--- src/rtl/sgd_pkg.sv ---
package sgd_pkg;
  localparam int DESC_WORDS  = 8;
  localparam int WIDX_W      = $clog2(DESC_WORDS);
  localparam int ALIGN_BITS  = 5;

  // word positions inside a descriptor
  localparam int W_HOST_LO = 0;
  localparam int W_HOST_HI = 1;
  localparam int W_COUNT   = 4;
  localparam int W_NEXT_LO = 6;
  localparam int W_NEXT_HI = 7;

  // flag positions in the next-pointer low word
  localparam int F_EOC   = 1;
  localparam int F_IRQ   = 2;
  localparam int F_TOHOST = 3;

  // control/status bit positions
  localparam int C_ENABLE = 0;
  localparam int C_START  = 1;
  localparam int C_ABORT  = 2;
  localparam int C_DONE   = 4;
  localparam int C_IRQ    = 5;
  localparam int C_SGMODE = 8;

  localparam logic [1:0] SEL_PTR_LO = 2'd0;
  localparam logic [1:0] SEL_PTR_HI = 2'd1;
  localparam logic [1:0] SEL_CSR    = 2'd2;
  localparam logic [1:0] SEL_BYTES  = 2'd3;

  typedef enum logic [2:0] {
    ST_IDLE, ST_FETCH_REQ, ST_FETCH_WAIT, ST_DECIDE, ST_XFER, ST_NEXT
  } walkState_t;

  typedef struct packed {
    logic beginWalk;
    logic captureWord;
    logic addBytes;
    logic raiseIrq;
    logic followNext;
  } walkStrobe_t;

  typedef struct packed {
    logic lastWord;
    logic zeroCount;
    logic endOfChain;
    logic irqWanted;
  } descStatus_t;
endpackage

--- src/rtl/sgd_ctrl.sv ---
module sgd_ctrl
  import sgd_pkg::*;
(
  input  logic        clk,
  input  logic        rstN,
  input  logic        startReq,
  input  logic        abortReq,
  input  logic        memRspValid,
  input  logic        xferDone,
  input  descStatus_t descStat,
  output walkStrobe_t strobe,
  output logic        memReq,
  output logic        xferReq,
  output logic        chanDone
);
  walkState_t state, stateNext;
  logic abortPend;
  logic abortSeen;
  logic goIdle;

  assign abortSeen = abortPend | (abortReq & ~chanDone);

  always_comb begin
    stateNext = state;
    goIdle    = 1'b0;
    unique case (state)
      ST_IDLE: if (startReq) stateNext = ST_FETCH_REQ;
      ST_FETCH_REQ: begin
        if (abortSeen) begin stateNext = ST_IDLE; goIdle = 1'b1; end
        else stateNext = ST_FETCH_WAIT;
      end
      ST_FETCH_WAIT: if (memRspValid) stateNext = descStat.lastWord ? ST_DECIDE : ST_FETCH_REQ;
      ST_DECIDE: begin
        if (abortSeen) begin stateNext = ST_IDLE; goIdle = 1'b1; end
        else if (descStat.zeroCount) stateNext = ST_NEXT;
        else stateNext = ST_XFER;
      end
      ST_XFER: if (xferDone) stateNext = ST_NEXT;
      ST_NEXT: begin
        if (abortSeen || descStat.endOfChain) begin stateNext = ST_IDLE; goIdle = 1'b1; end
        else stateNext = ST_FETCH_REQ;
      end
      default: begin stateNext = ST_IDLE; goIdle = 1'b1; end
    endcase
  end

  always_comb begin
    strobe             = '0;
    strobe.beginWalk   = (state == ST_IDLE) && startReq;
    strobe.captureWord = (state == ST_FETCH_WAIT) && memRspValid;
    strobe.addBytes    = (state == ST_XFER) && xferDone;
    strobe.raiseIrq    = (state == ST_XFER) && xferDone && descStat.irqWanted;
    strobe.followNext  = (state == ST_NEXT) && !abortSeen && !descStat.endOfChain;
  end

  assign memReq  = (state == ST_FETCH_REQ) && !abortSeen;
  assign xferReq = (state == ST_XFER);

  always_ff @(posedge clk) begin
    if (!rstN) begin
      state     <= ST_IDLE;
      chanDone  <= 1'b1;
      abortPend <= 1'b0;
    end else begin
      state <= stateNext;
      if (strobe.beginWalk) chanDone <= 1'b0;
      else if (goIdle)      chanDone <= 1'b1;
      if (goIdle || state == ST_IDLE) abortPend <= 1'b0;
      else if (abortReq)              abortPend <= 1'b1;
    end
  end
endmodule

--- src/rtl/sgd_dpath.sv ---
module sgd_dpath
  import sgd_pkg::*;
#(
  parameter int ADDR_W = 64,
  parameter int DATA_W = 32,
  parameter int CNT_W  = 32
) (
  input  logic              clk,
  input  logic              rstN,
  input  walkStrobe_t       strobe,
  input  logic              regWrEn,
  input  logic [1:0]        regSel,
  input  logic [DATA_W-1:0] regWrData,
  input  logic [DATA_W-1:0] memRspData,
  input  logic              chanDone,
  output logic [ADDR_W-1:0] memAddr,
  output logic [ADDR_W-1:0] xferAddr,
  output logic [DATA_W-1:0] xferBytes,
  output logic              xferToHost,
  output descStatus_t       descStat,
  output logic [DATA_W-1:0] regRdData,
  output logic              irqFlag
);
  localparam int HI_W = ADDR_W - DATA_W;
  localparam int OFS_PAD = ADDR_W - WIDX_W - 2;

  logic [DATA_W-1:0] ptrLo, ptrHi;
  logic              enableBit, sgModeBit;
  logic [ADDR_W-1:0] curAddr;
  logic [WIDX_W-1:0] wordIdx;
  logic [DATA_W-1:0] descWord [DESC_WORDS];
  logic [CNT_W-1:0]  byteTotal;
  logic              csrWrite;

  assign csrWrite = regWrEn && (regSel == SEL_CSR);

  always_ff @(posedge clk) begin
    if (!rstN) begin
      ptrLo     <= '0;
      ptrHi     <= '0;
      enableBit <= 1'b0;
      sgModeBit <= 1'b0;
      irqFlag   <= 1'b0;
    end else begin
      if (regWrEn && regSel == SEL_PTR_LO) ptrLo <= regWrData;
      if (regWrEn && regSel == SEL_PTR_HI) ptrHi <= regWrData;
      if (csrWrite) begin
        enableBit <= regWrData[C_ENABLE];
        sgModeBit <= regWrData[C_SGMODE];
      end
      if (strobe.raiseIrq) irqFlag <= 1'b1;
      else if (csrWrite && regWrData[C_IRQ]) irqFlag <= 1'b0;
    end
  end

  always_ff @(posedge clk) begin
    if (!rstN) begin
      curAddr   <= '0;
      wordIdx   <= '0;
      byteTotal <= '0;
    end else begin
      if (strobe.beginWalk) begin
        curAddr   <= {ptrHi[HI_W-1:0], ptrLo[DATA_W-1:ALIGN_BITS], {ALIGN_BITS{1'b0}}};
        wordIdx   <= '0;
        byteTotal <= '0;
      end else if (strobe.followNext) begin
        curAddr <= {descWord[W_NEXT_HI][HI_W-1:0],
                    descWord[W_NEXT_LO][DATA_W-1:ALIGN_BITS], {ALIGN_BITS{1'b0}}};
        wordIdx <= '0;
      end else if (strobe.captureWord) begin
        wordIdx <= wordIdx + 1'b1;
      end
      if (strobe.addBytes) byteTotal <= byteTotal + CNT_W'(descWord[W_COUNT]);
    end
  end

  for (genvar g = 0; g < DESC_WORDS; g++) begin : gWord
    always_ff @(posedge clk) begin
      if (!rstN) descWord[g] <= '0;
      else if (strobe.captureWord && wordIdx == WIDX_W'(g)) descWord[g] <= memRspData;
    end
  end

  assign memAddr    = curAddr + {{OFS_PAD{1'b0}}, wordIdx, 2'b00};
  assign xferAddr   = {descWord[W_HOST_HI][HI_W-1:0], descWord[W_HOST_LO]};
  assign xferBytes  = descWord[W_COUNT];
  assign xferToHost = descWord[W_NEXT_LO][F_TOHOST];

  assign descStat.lastWord   = (wordIdx == WIDX_W'(DESC_WORDS - 1));
  assign descStat.zeroCount  = (descWord[W_COUNT] == '0);
  assign descStat.endOfChain = descWord[W_NEXT_LO][F_EOC];
  assign descStat.irqWanted  = descWord[W_NEXT_LO][F_IRQ];

  always_comb begin
    regRdData = '0;
    unique case (regSel)
      SEL_PTR_LO: regRdData = ptrLo;
      SEL_PTR_HI: regRdData = ptrHi;
      SEL_CSR: begin
        regRdData[C_ENABLE] = enableBit;
        regRdData[C_DONE]   = chanDone;
        regRdData[C_IRQ]    = irqFlag;
        regRdData[C_SGMODE] = sgModeBit;
      end
      default: regRdData = DATA_W'(byteTotal);
    endcase
  end
endmodule

--- src/rtl/sgd_chain_walker.sv ---
module sgd_chain_walker
  import sgd_pkg::*;
#(
  parameter int ADDR_W = 64,
  parameter int DATA_W = 32,
  parameter int CNT_W  = 32
) (
  input  logic              clk,
  input  logic              rstN,
  input  logic              regWrEn,
  input  logic [1:0]        regSel,
  input  logic [DATA_W-1:0] regWrData,
  output logic [DATA_W-1:0] regRdData,
  output logic              memReq,
  output logic [ADDR_W-1:0] memAddr,
  input  logic              memRspValid,
  input  logic [DATA_W-1:0] memRspData,
  output logic              xferReq,
  output logic [ADDR_W-1:0] xferAddr,
  output logic [DATA_W-1:0] xferBytes,
  output logic              xferToHost,
  input  logic              xferDone,
  output logic              irq
);
  walkStrobe_t strobe;
  descStatus_t descStat;
  logic        chanDone;
  logic        startReq, abortReq, csrWrite;

  assign csrWrite = regWrEn && (regSel == SEL_CSR);
  assign startReq = csrWrite && regWrData[C_START] && regWrData[C_ENABLE] && regWrData[C_SGMODE];
  assign abortReq = csrWrite && regWrData[C_ABORT];

  sgd_ctrl uCtrl (
    .clk(clk), .rstN(rstN), .startReq(startReq), .abortReq(abortReq),
    .memRspValid(memRspValid), .xferDone(xferDone), .descStat(descStat),
    .strobe(strobe), .memReq(memReq), .xferReq(xferReq), .chanDone(chanDone)
  );

  sgd_dpath #(.ADDR_W(ADDR_W), .DATA_W(DATA_W), .CNT_W(CNT_W)) uDpath (
    .clk(clk), .rstN(rstN), .strobe(strobe), .regWrEn(regWrEn), .regSel(regSel),
    .regWrData(regWrData), .memRspData(memRspData), .chanDone(chanDone),
    .memAddr(memAddr), .xferAddr(xferAddr), .xferBytes(xferBytes),
    .xferToHost(xferToHost), .descStat(descStat), .regRdData(regRdData),
    .irqFlag(irq)
  );
endmodule

--- config.mk ---
export PLATFORM = sky130hd
export DESIGN_NAME = sgd_chain_walker
export DESIGN_NICKNAME = d
export VERILOG_FILES = /design/src/rtl/sgd_pkg.sv /design/src/rtl/sgd_ctrl.sv /design/src/rtl/sgd_dpath.sv /design/src/rtl/sgd_chain_walker.sv
export SDC_FILE = /design/constraint.sdc
export NUM_CORES = 1
export LEC_CHECK = 0
export BUFFER_PORTS_ARGS = -buffer_cell sky130_fd_sc_hd__buf_2
export CAP_MARGIN = 20
export CORE_AREA = 2 2 188 190
export DETAILED_ROUTE_END_ITERATION = 6
export DIE_AREA = 0 0 190 192
export GPL_ROUTABILITY_DRIVEN = 0
export PLACE_DENSITY = 0.66
export SLEW_MARGIN = 20
export SYNTH_ARGS = -nofsm -noshare
export SYNTH_HDL_FRONTEND = slang
export SYNTH_SLANG_ARGS = --single-unit
--- constraint.sdc ---
create_clock -name clk -period 4.1 [get_ports clk]
set_input_delay 1.025 -clock clk [delete_from_list [all_inputs] [get_ports clk]]
set_output_delay 1.025 -clock clk [all_outputs]
set_load 0.005 [all_outputs]
* Yosys cells after proc, flatten, opt, wreduce, memory -nomap -nowiden *
Memory sizes are Yosys's and may differ from the RTL's.
Cells that the tools add are included.

storage, ports and cells
  output and inout port bits = 196
  memories = 1
  register bits after elaboration = 166
  memory bits (writable) = 256

memories
  memory           words  width  read ports  clocked after memory_dff  wr ports  RTL line         RTL
  uDpath.descWord  8      32     5           0                         8         sgd_dpath.sv:31  logic [DATA_W-1:0] descWord [DESC_WORDS];

operators by class
  equal/unequal tests = 17
  reduce and logical (&&, ||, !) cells = 40
  mux-type cells = 59
  add/sub/neg operators = 3
  bitwise operators = 12

operators by type and width
  cell                 count
  $mux 32              10
  $mux 64              2
  $pmux 23 s3          1
  $add 64x5->64        1
  $mux 1               33
  $add 32x32->32       1
  $logic_not 32->1     1
  $logic_and 1x1->1    23
  $eq 3x3->1 const B   6
  $pmux 3 s6           1
  $eq 3x2->1 const B   4
  $mux 3               4
  $pmux 2 s3           2
  $or 1x1->1           9
  $pmux 1 s3           3
  $pmux 3 s3           1
  $reduce_bool 2->1    4
  $eq 3x1->1 const B   2
  $logic_not 3->1      2
  $reduce_or 3->1      2
  $mux 2               2
  $ne 2x1->1 const B   2
  $reduce_or 2->1      2
  $add 3x1->3 const B  1
  other kinds (9)      12

* Depth between registers and ports, before layout *
Gate-level depths: netlist of the first run.

  depth after elaboration = 10
  depth in mapped cells = 12
  depth with buffers taken out = 12

* Modules after synthesis *
Synthesis of the first run repeated with hierarchy kept, for this count alone.

second synthesis, totals
  cell total of the unflattened synthesis = 1546
  area total of the unflattened synthesis = 15163.3 um2

by module, submodules not included
  module            cells an instance  times used  area each (um2)
  sgd_dpath         1500               1           14777.9
  sgd_ctrl          41                 1           346.6
  sgd_chain_walker  5                  1           38.8

* Worst setup path before layout of the first run *
No wires, ideal clock.

  path type = input-to-reg
  start point = input port memRspValid
  end point = memory uDpath.descWord[4][0] (netlist: uDpath.descWord[1][0]) (enable)
  arrival time = 3.447 ns
  required time = 3.634 ns
  setup slack = 0.188 ns
  library setup time = 0.466 ns
  cell stages on the path = 2
  cells stage by stage = nand2_1 > o21ai_0

RTL lines
  what         RTL line                RTL
  from (decl)  sgd_chain_walker.sv:16  input logic memRspValid,
  to (decl)    sgd_dpath.sv:31

* Final worst setup path of the first run *
  start point = input port regSel[1]
  end point = output port regRdData[13]

between the ends
  cells in the longest elaborated chain, start to end = 2
  elaborated cells on any way between the ends = 4
  classes of those cells = eq/ne: 2; mux: 1; reduce/logical: 1

ends and longest elaborated chain
  what                                RTL line                RTL
  from (decl)                         sgd_chain_walker.sv:11  input logic [1:0] regSel,
  $eq 2x2->1 (tied with other cells)  sgd_dpath.sv:96         unique case (regSel)
  $pmux 23 s3 *                       sgd_dpath.sv:96
  to (decl)                           sgd_chain_walker.sv:13  output logic [DATA_W-1:0] regRdData,

Mark *: on every way between the ends. The rest lies on a longest branch, timed or not.

==> impl.org, run 1 <==
** Outcome
- Outcome :: finished, final reports clean

** Critical path
- Worst Path Max Fanout :: 16
- Worst reg2reg path startpoint :: uDpath.descWord[1][0]
- The setup path with the least slack is of type input port to primary output.
- The critical path ends at regRdData[13].
- Chain of cells forming the critical path :: buf_2, buf_4, mux2_2, a22o_1, buf_2
- The endpoint identified for the worst register-to-register timing path is uDpath.byteTotal[20].
- Count of cells along the worst register-to-register path :: 12
- STA classifies the critical path endpoint as a primary output.
- Flop-to-flop setup slack :: 0.89 ns
- Data arrives at the worst endpoint at between 2 and 3 ns.
- The critical path starts at regSel[1].
- Highest cell delay on the worst timing path :: approximately 0.38 ns
- STA puts the critical path data required time at roughly 3.1 ns.
- Among all stages on the critical path, the largest delay is contributed by sky130_fd_sc_hd__buf_2.
- Cell mode on critical path :: sky130_fd_sc_hd__buf_2
- Startpoint kind of the worst setup timing path :: input port

** Placement
- Input and output buffers added on the ports amount to ~260.
- Summing all placed instances gives a cell area of about 0.017 mm2.
- Half-perimeter wire length after placement :: roughly 34,000 um
- Once placement completed, the tool counted placed cells totaling slightly above 2,000.
- Setup Slack @ Placement :: between 0.5 and 0.6 ns

** Clocking
- The clock tree synthesis step divided the H-tree into 2 levels.
- Post-CTS setup buffer count :: 0
- Post-CTS Hold Fix Bufs :: 0
- After clock tree synthesis, the clock-pin slew on the worst setup and hold paths is ~0.060 ns.
- Buffers inserted during clock tree synthesis total 35.
- Sink Count :: between 300 and 400
- Root Buffer :: sky130_fd_sc_hd__clkbuf_16
- TritonCTS built the clock tree.
- Maximum buffer depth of the clock tree :: 3
- Gates resized during post-CTS repair numbered 0.
- Source-to-sink clock delay at the later pin of the worst-skew pair :: approximately 0.52 ns

** Global routing
- Number of antenna violations at the first check in global routing :: 4
- Global routing consumed, over all layers together, 25.83% of the routing resources.
- The via count of the first global-routing pass was roughly 11,000.
- Pin count of the biggest net entering global routing :: 88
- Congestion Overflow GR :: 0
- The first global-routing pass estimated between 70,000 and 80,000 um of wire.

** Synth
- The number of different library cells used by synthesis comes to between 60 and 70.
- Biggest area consumer among synthesized cells :: sky130_fd_sc_hd__edfxtp_1
- Number of cells produced by synthesis :: approximately 1,400
- Yosys warns :: 0
- The synthesized netlist occupies a cell area of approximately 0.015 mm2.
- In the synthesized netlist the async set-or-reset flop fraction comes to 0%.
- Fraction of the yosys area taken by sequential cells :: 52.57%
- Post-synth top area share :: a little under a third
- Area contributors post-synth :: sky130_fd_sc_hd__edfxtp_1, sky130_fd_sc_hd__dfxtp_1, sky130_fd_sc_hd__and2_1
- Post-synthesis sequential element count :: 324
- The most used flip-flop cell after synthesis is sky130_fd_sc_hd__dfxtp_1.
- In this run, synthesis inferred ~160 flip-flops with an integrated enable.
- The average instance in the mapped netlist occupies between 10 and 15 um2.

** STA
- Headroom to the max-slew limit came out at between 30% and 40%.
- In the finished design, the share of the clock period the worst path needs comes to 86.09%.
- Total setup violations reported at the end of the flow :: 0
- Setup Skew :: around 0.013 ns
- After layout, the worst setup slack is between 0.5 and 0.6 ns.
- FMAX :: about 280 MHz
- Final worst hold slack :: between 0.4 and 0.5 ns
- Post-route setup TNS :: 0 ns
- For the pin with the worst max-slew slack, the measured transition is roughly 0.96 ns.
- The final count of hold timing violations was 0.
- Setup repair after global routing left no endpoint under its margin.
- Final number of max-transition violations :: 0
- The worst path in the final design needs a cycle of ~3.5 ns, including I/O delays and setup.

** Layout
- In the final design database the tool counted around 1,800 nets.
- Cells with a size suffix above 1 make up between 20% and 30% of the layout.
- Post-layout instance count excluding filler cells :: roughly 2,100
- Fillcell total :: about 3,100
- Once layout is complete, the utilization of the core stands at around 53%.
- Final cell area excluding filler cells :: 0.01813 mm2
- Area delta synth->final :: 18.12%

** Detailed routing
- Drt first pass iters :: 6
- Routed via count divided by cell count :: around 5.6
- Violation count after the first detailed-routing iteration :: 1,192
- DRT Wirelength :: between 40,000 and 50,000 um
- # DRC :: 0
- Vias post-DR :: 11,956
- In this run the remaining antenna-violating nets after routing total 0.
- Dividing the detail-routed wire length by the instance count gives about 22 um.

** Power and ir drop
- Maximum ir drop on the vdd rail :: 0.0002686 V
- After layout, the design draws a total of between 6 and 7 mW.
- Power density over the cells :: around 380 mW/mm2
- Static power due to leakage :: ~8.7 nW

** Floorplanning
- The floorplan step defined a die boundary enclosing 0.03648 mm2.
- For this configuration, the core starts out at a cell density of between 40% and 50%.
- The core region is ~0.034 mm2.
- The floorplan step set the die height to roughly 190 um.
- between 200 and 300 I/O pins were placed.
- The floorplan has 68 rows.
- Width of the die :: around 190 um

** Flow run
- Max-capacitance violation count :: 0

** Worst hold path
- The worst hold path belongs to the class flop to flop.
[registers in the layout, indices dropped and copies added, names as in the netlist, 3 cells and up]
| register | cells |
|---|---|
| uDpath.ptrLo | 32 |
| uDpath.descWord | 158 |
| uDpath.byteTotal | 32 |
| uCtrl.state | 3 |
| uDpath.ptrHi | 32 |
| uDpath.curAddr | 59 |
| uDpath.wordIdx | 3 |
[worst min-delay path by stage]
stage,start,end,slack (ns),cells after the start
floorplan,uDpath.byteTotal[29],uDpath.byteTotal[29],0.44,2
global route,uDpath.ptrLo[4],uDpath.ptrLo[4],0.50,2
detailed placement,uDpath.ptrLo[1],uDpath.ptrLo[1],0.46,2
global placement,uDpath.ptrLo[1],uDpath.ptrLo[1],0.45,2
finish,uDpath.ptrLo[3],uDpath.ptrLo[3],0.47,2
CTS,uDpath.ptrLo[3],uDpath.ptrLo[3],0.47,2
[final cells by class]
cell class / instances / area (um2) / share of cell area (%)
Antenna cell: 4 / 10.01 / 0.05522
Clock buffer: 47 / 952.2 / 5.253
Inverter: 20 / 75.07 / 0.4141
Timing Repair Buffer: 298 / 1654 / 9.125
Clock inverter: 16 / 122.6 / 0.6764
Sequential cell: 324 / 8068 / 44.51
Tap cell: 455 / 569.3 / 3.141
Multi-Input combinational cell: 980 / 6676 / 36.83
[per-layer routing]
metal / share of wire, % / wire length, um / track usage [%] / vias to the layer above
li1: - / - / - / 5508
met4: 2.1 / 1020 / 6.649 / 0
met5: 0 / 0 / 0 / -
met2: 45 / 21760 / 40.60 / 437
met1: 45 / 21590 / 36.63 / 5950
met3: 7.6 / 3664 / 4.970 / 61
[synth_stat cells (4+ instances only)]
library cell / n
sky130_fd_sc_hd__a21o_1: 12
sky130_fd_sc_hd__nor2b_1: 7
sky130_fd_sc_hd__nand3_1: 28
sky130_fd_sc_hd__buf_1: 10
sky130_fd_sc_hd__o21ai_0: 44
sky130_fd_sc_hd__nor2_1: 23
sky130_fd_sc_hd__mux2_2: 28
sky130_fd_sc_hd__nor4_1: 8
sky130_fd_sc_hd__clkbuf_1: 73
sky130_fd_sc_hd__buf_4: 35
sky130_fd_sc_hd__nand4_1: 4
sky130_fd_sc_hd__ha_1: 36
sky130_fd_sc_hd__a21boi_0: 71
sky130_fd_sc_hd__o21bai_1: 4
sky130_fd_sc_hd__dfxtp_1: 166
sky130_fd_sc_hd__a21oi_1: 35
sky130_fd_sc_hd__xor2_1: 9
sky130_fd_sc_hd__a22o_1: 28
sky130_fd_sc_hd__a22oi_1: 4
sky130_fd_sc_hd__buf_2: 8
sky130_fd_sc_hd__nand2b_1: 6
sky130_fd_sc_hd__and2_1: 172
sky130_fd_sc_hd__nor3b_1: 4
sky130_fd_sc_hd__o21a_1: 4
sky130_fd_sc_hd__inv_1: 20
sky130_fd_sc_hd__mux4_2: 4
sky130_fd_sc_hd__nor3_1: 15
sky130_fd_sc_hd__xnor2_1: 15
sky130_fd_sc_hd__edfxtp_1: 158
sky130_fd_sc_hd__nand2_1: 243
sky130_fd_sc_hd__mux2i_1: 64
sky130_fd_sc_hd__o211a_1: 60
[kinds of logic after synthesis]
| logic type | share of synthesized area (%) |
|---|---|
| AND/OR/NAND/NOR | 17.06 |
| flip-flops | 52.57 |
| AO/OA/AOI/OAI | 14.50 |
| buffers and inverters | 4.492 |
| multiplexers | 6.913 |
| adder cells (fa/ha/maj) | 3.065 |
| XOR/XNOR | 1.370 |
| other | 0.02443 |
[critical path, delay by kind of cell]
kind	cells	cell delay, ns
muxes	1	0.38
AOI/OAI and AO/OA	1	0.19
buffers and inverters	3	0.89
[cells in the final DEF, fill, tap and decap left out, drive strengths merged, types with 15 or more instances in the layout]
| cell type | count |
|---|---|
| nor3 | 15 |
| ha | 36 |
| o211a | 61 |
| nor2 | 23 |
| and2 | 172 |
| clkbuf | 47 |
| edfxtp | 158 |
| a21boi | 73 |
| a21oi | 36 |
| nand3 | 28 |
| a22o | 28 |
| inv | 21 |
| dfxtp | 166 |
| buf | 298 |
| nand2 | 243 |
| mux2i | 64 |
| xnor2 | 15 |
| o21ai | 49 |
| mux2 | 29 |
[where the power goes]
| group | total, mW | switching (mW) | internal [mW] |
|---|---|---|---|
| clock | 3.00 | 1.29 | 1.71 |
| sequential | 3.52 | 0.0531 | 3.46 |
| combinational | 0.389 | 0.250 | 0.140 |
| total | 6.90 | 1.60 | 5.31 |
Power figures use the tool's default switching activity.
==> inputs of run 2 (changes only) <==
--- a/config.mk
+++ b/config.mk
@@ -7,11 +7,12 @@
 export LEC_CHECK = 0
 export BUFFER_PORTS_ARGS = -buffer_cell sky130_fd_sc_hd__buf_2
 export CAP_MARGIN = 20
-export CORE_AREA = 2 2 188 190
+export CORE_AREA = 2 2 251 253
 export DETAILED_ROUTE_END_ITERATION = 6
-export DIE_AREA = 0 0 190 192
+export DIE_AREA = 0 0 253 255
 export GPL_ROUTABILITY_DRIVEN = 0
-export PLACE_DENSITY = 0.66
+export PLACE_DENSITY = 0.41
+export RECOVER_POWER = 100
 export SLEW_MARGIN = 20
 export SYNTH_ARGS = -nofsm -noshare
 export SYNTH_HDL_FRONTEND = slang
==> impl.org, run 2 (synthesis results as in run 1) <==
** Detailed routing
- The total via count in the routed design is 11,719 (-2.0%).
- The routed wire length per instance is 23.18 um (+3.4%).
- The detailed-router iteration count before antenna repair was 5 (-1).
- The via density per instance is 4.689 (-16%).
- Violation count after the first detailed-routing iteration :: 689 (-42%)
- The count of nets left with antenna violations after detail routing is 0 (unchanged).
- The DRC violation count after routing came to 0 (unchanged).
- The final wirelength is 57,930 um (+21%).

** Power and ir drop
- Power density over the cells :: 400.7 mW/mm2 (+5.2%)
- Static power due to leakage :: 7.961 nW (-8.4%)
- The maximum VDD drop is 0.0002694 V (+0.30%).
- Net switching share of the total power :: 23.68% (+0.58 points)
- NetSw :: 1.743 mW (+9.3%)
- Comb power frac :: 5.2% (-0.4 points)
- The sequential cell fraction of total power came to 47.9% (-3.0 points).
- The internal power summed over all cells came to 5.617 mW (+5.8%).
- The clock share of power is 46.9% (+3.5 points).

** Layout
- The library cell used most frequently in the layout, excluding fill and tap cells, is sky130_fd_sc_hd__nand2_1.
- The area of the multi-input gates is 0.006633 mm2 (-0.66%).
- The post-layout net count was 1,773 (+0.34%).
- Final core area utilization :: 29.55% (-23 points)
- Fillcell total :: 6,561 (+110%)
- Biggest register :: uDpath.descWord
- Largest register FFs :: 158 (unchanged)
- Post-layout instance count excluding filler cells :: 2,499 (+17%)
- The share of cells above drive strength 1 is 13.16% (-11 points).
- Reg area :: 0.008068 mm2 (unchanged)
- Relative to the synthesized area, the layout overhead comes to 19.67%.
- Largest registers :: uDpath.descWord x158, uDpath.curAddr x59
- Commonest cells after routing, fill and taps aside :: sky130_fd_sc_hd__nand2_1, sky130_fd_sc_hd__clkbuf_1, sky130_fd_sc_hd__dfxtp_1

** Clocking
- The number of buffers created by CTS is 40 (+14%).
- The quantity of hold-fixing buffers added after cts is 0 (unchanged).
- The number of levels the H-tree was split into is 2 (unchanged).
- The clock transition at the registers of the reported paths was 0.05 ns (about the same).
- Sink Count :: 324 (unchanged)
- The maximum clock insertion buffer count is 3 (unchanged).
- Quantity of gates resized following cts :: 0 (unchanged)
- Root Buffer :: sky130_fd_sc_hd__clkbuf_16
- Post-CTS setup buffer count :: 0 (unchanged)
- Source-to-sink clock delay at the later pin of the worst-skew pair :: 0.55 ns (+0.03 ns)
- TritonCTS built the clock tree.

** STA
- Final number of max-transition violations :: 282 (+282)
- Setup repair after global routing left no endpoint under its margin.
- Number of hold-slack violations in the final timing report :: 0 (unchanged)
- The share of the clock period used by the worst path was 91.55% (+5.5 points).
- The maximum clock skew at final layout came to 0.02114 ns (+0.008174 ns).
- The worst relative slew slack is -50.03% (-86 points).
- The total setup violations reported at the end of the flow was 0 (unchanged).
- The total negative slack for setup checks is 0 ns (unchanged).
- The maximum operating frequency is 266.4 MHz (-6.0%).
- The post-route minimum period came to 3.753 ns (+0.2239 ns).
- The transition at the pin with the smallest max-transition slack was 2.250 ns (+1.293 ns).

** Placement
- The number of placed instances with taps included is 2,422 (+17%).
- The number of port buffers was 264 (unchanged).
- Half-perimeter wire length after placement :: 40,590 um (+19%)

** Critical path
- Worst reg2reg path startpoint :: uDpath.descWord[1][9]
- Tracing the worst setup path back leads to its startpoint at regSel[1].
- Critical path capture point type :: primary output
- Worst Setup Path Type :: input port to primary output
- Worst Path Max Fanout :: 15 (-1)
- The arrival time reported for the critical path endpoint is 2.73 ns (+0.23 ns).
- Startpoint kind of the worst setup timing path :: input port
- Required time at the worst-slack endpoint :: 3.07 ns (about the same)

** Floorplanning
- The number of placed I/O pins came to 267 (unchanged).
- The floorplan die height was 255 um (+33%).
- The number of placement rows is 92 (+35%).
- The effective utilization at floorplan was 24.69% (-20 points).
- Die footprint :: 0.06452 mm2 (+77%)
- The horizontal extent of the die was 253 um (+33%).
- Area inside the core boundary :: 0.06216 mm2 (+81%)

** Global routing
- The global-route congestion overflow total is 0 (unchanged).
- Wire length of the first global-routing pass :: 82,930 um (+17%)
- Combined global-route utilization of all metal layers :: 17.71% (-8.1 points)
- The via count of the first global-routing pass was 11,571 (+2.0%).
- The largest net degree at the start of global routing was 137 (+56%).
- The initial antenna violation count was 9 (+5).

** Outcome
- Outcome :: finished with violations
- Violations in the final reports :: max-capacitance violations, max-slew violations

** Worst hold path
- The tightest min-delay check is of the flop to flop type.
- Min-Delay Startpoint :: uDpath.ptrLo[4]

** Flow run
- Max-capacitance violation count :: 6 (+6)
run 2: cell count changes in the layout (fill, tap and decap cells not counted), moves of 5 or more:
cell | before | now
sky130_fd_sc_hd__and2_1 | 172 | 82
sky130_fd_sc_hd__buf_2 | 263 | 95
sky130_fd_sc_hd__clkbuf_1 | 10 | 189
sky130_fd_sc_hd__clkbuf_16 | 36 | 41
sky130_fd_sc_hd__buf_12 | 6 | 1
sky130_fd_sc_hd__and2_0 | 0 | 90
sky130_fd_sc_hd__buf_4 | 29 | 17
sky130_fd_sc_hd__clkbuf_2 | 0 | 6
run 2: critical path, cell delays in order:
cell and delay (ns):
sky130_fd_sc_hd__buf_2 0.41, sky130_fd_sc_hd__clkbuf_1 0.56, sky130_fd_sc_hd__mux2_2 0.42, sky130_fd_sc_hd__a22o_1 0.18, sky130_fd_sc_hd__buf_2 0.12
run 2: worst paths after layout:
path	cells after the start	slack, ns	to
worst max register to register	10	0.49	uDpath.byteTotal[31]
worst max-delay path	5	0.35	regRdData[23]
worst min-delay path	2	0.47	uDpath.ptrLo[4]
worst min register to register	2	0.47	uDpath.ptrLo[4]
run 2: final cells by class:
type                            instances  area share, %
Tap cell                              799          5.443
Sequential cell                       324          43.93
Inverter                               20         0.4087
Timing Repair Buffer                  299          7.255
Antenna cell                            5        0.06812
Multi-Input combinational cell        980          36.11
Clock inverter                         16         0.6744
Clock buffer                           56          6.111
run 2: power groups by stage:
| stage | combinational, mW | clock (mW) | sequential (mW) |
|---|---|---|---|
| final | 0.385 | 3.45 | 3.53 |
| after global routing | 0.420 | 3.68 | 3.53 |
| after CTS | 0.408 | 3.56 | 3.52 |
| after detailed placement | 0.407 | 0 | 3.59 |
| after global placement | 0.403 | 0 | 3.59 |
| after floorplan | 0.190 | 0 | 3.57 |
run 2: metal layers:
layer | GRT usage (%) | vias up | share of wire [%]
li1 | - | 5541 | -
met1 | 24.35 | 5806 | 47
met2 | 27.41 | 287 | 45
met3 | 4.465 | 77 | 5.5
met4 | 5.173 | 8 | 2.4
met5 | 0 | - | 0.086
run 2: stage by stage:
stage	area (um2)	hold WS [ns]	power, mW	setup slack [ns]
2_1_floorplan	15350	0.4387	3.762	0.1877
3_3_place_gp	17430	0.4555	3.995	0.6148
3_5_place_dp	17430	0.4663	3.999	0.5737
4_1_cts	18680	0.4702	7.493	0.5741
5_1_grt	18360	0.4936	7.631	0.2461
6_report	18370	0.4693	7.360	0.3466
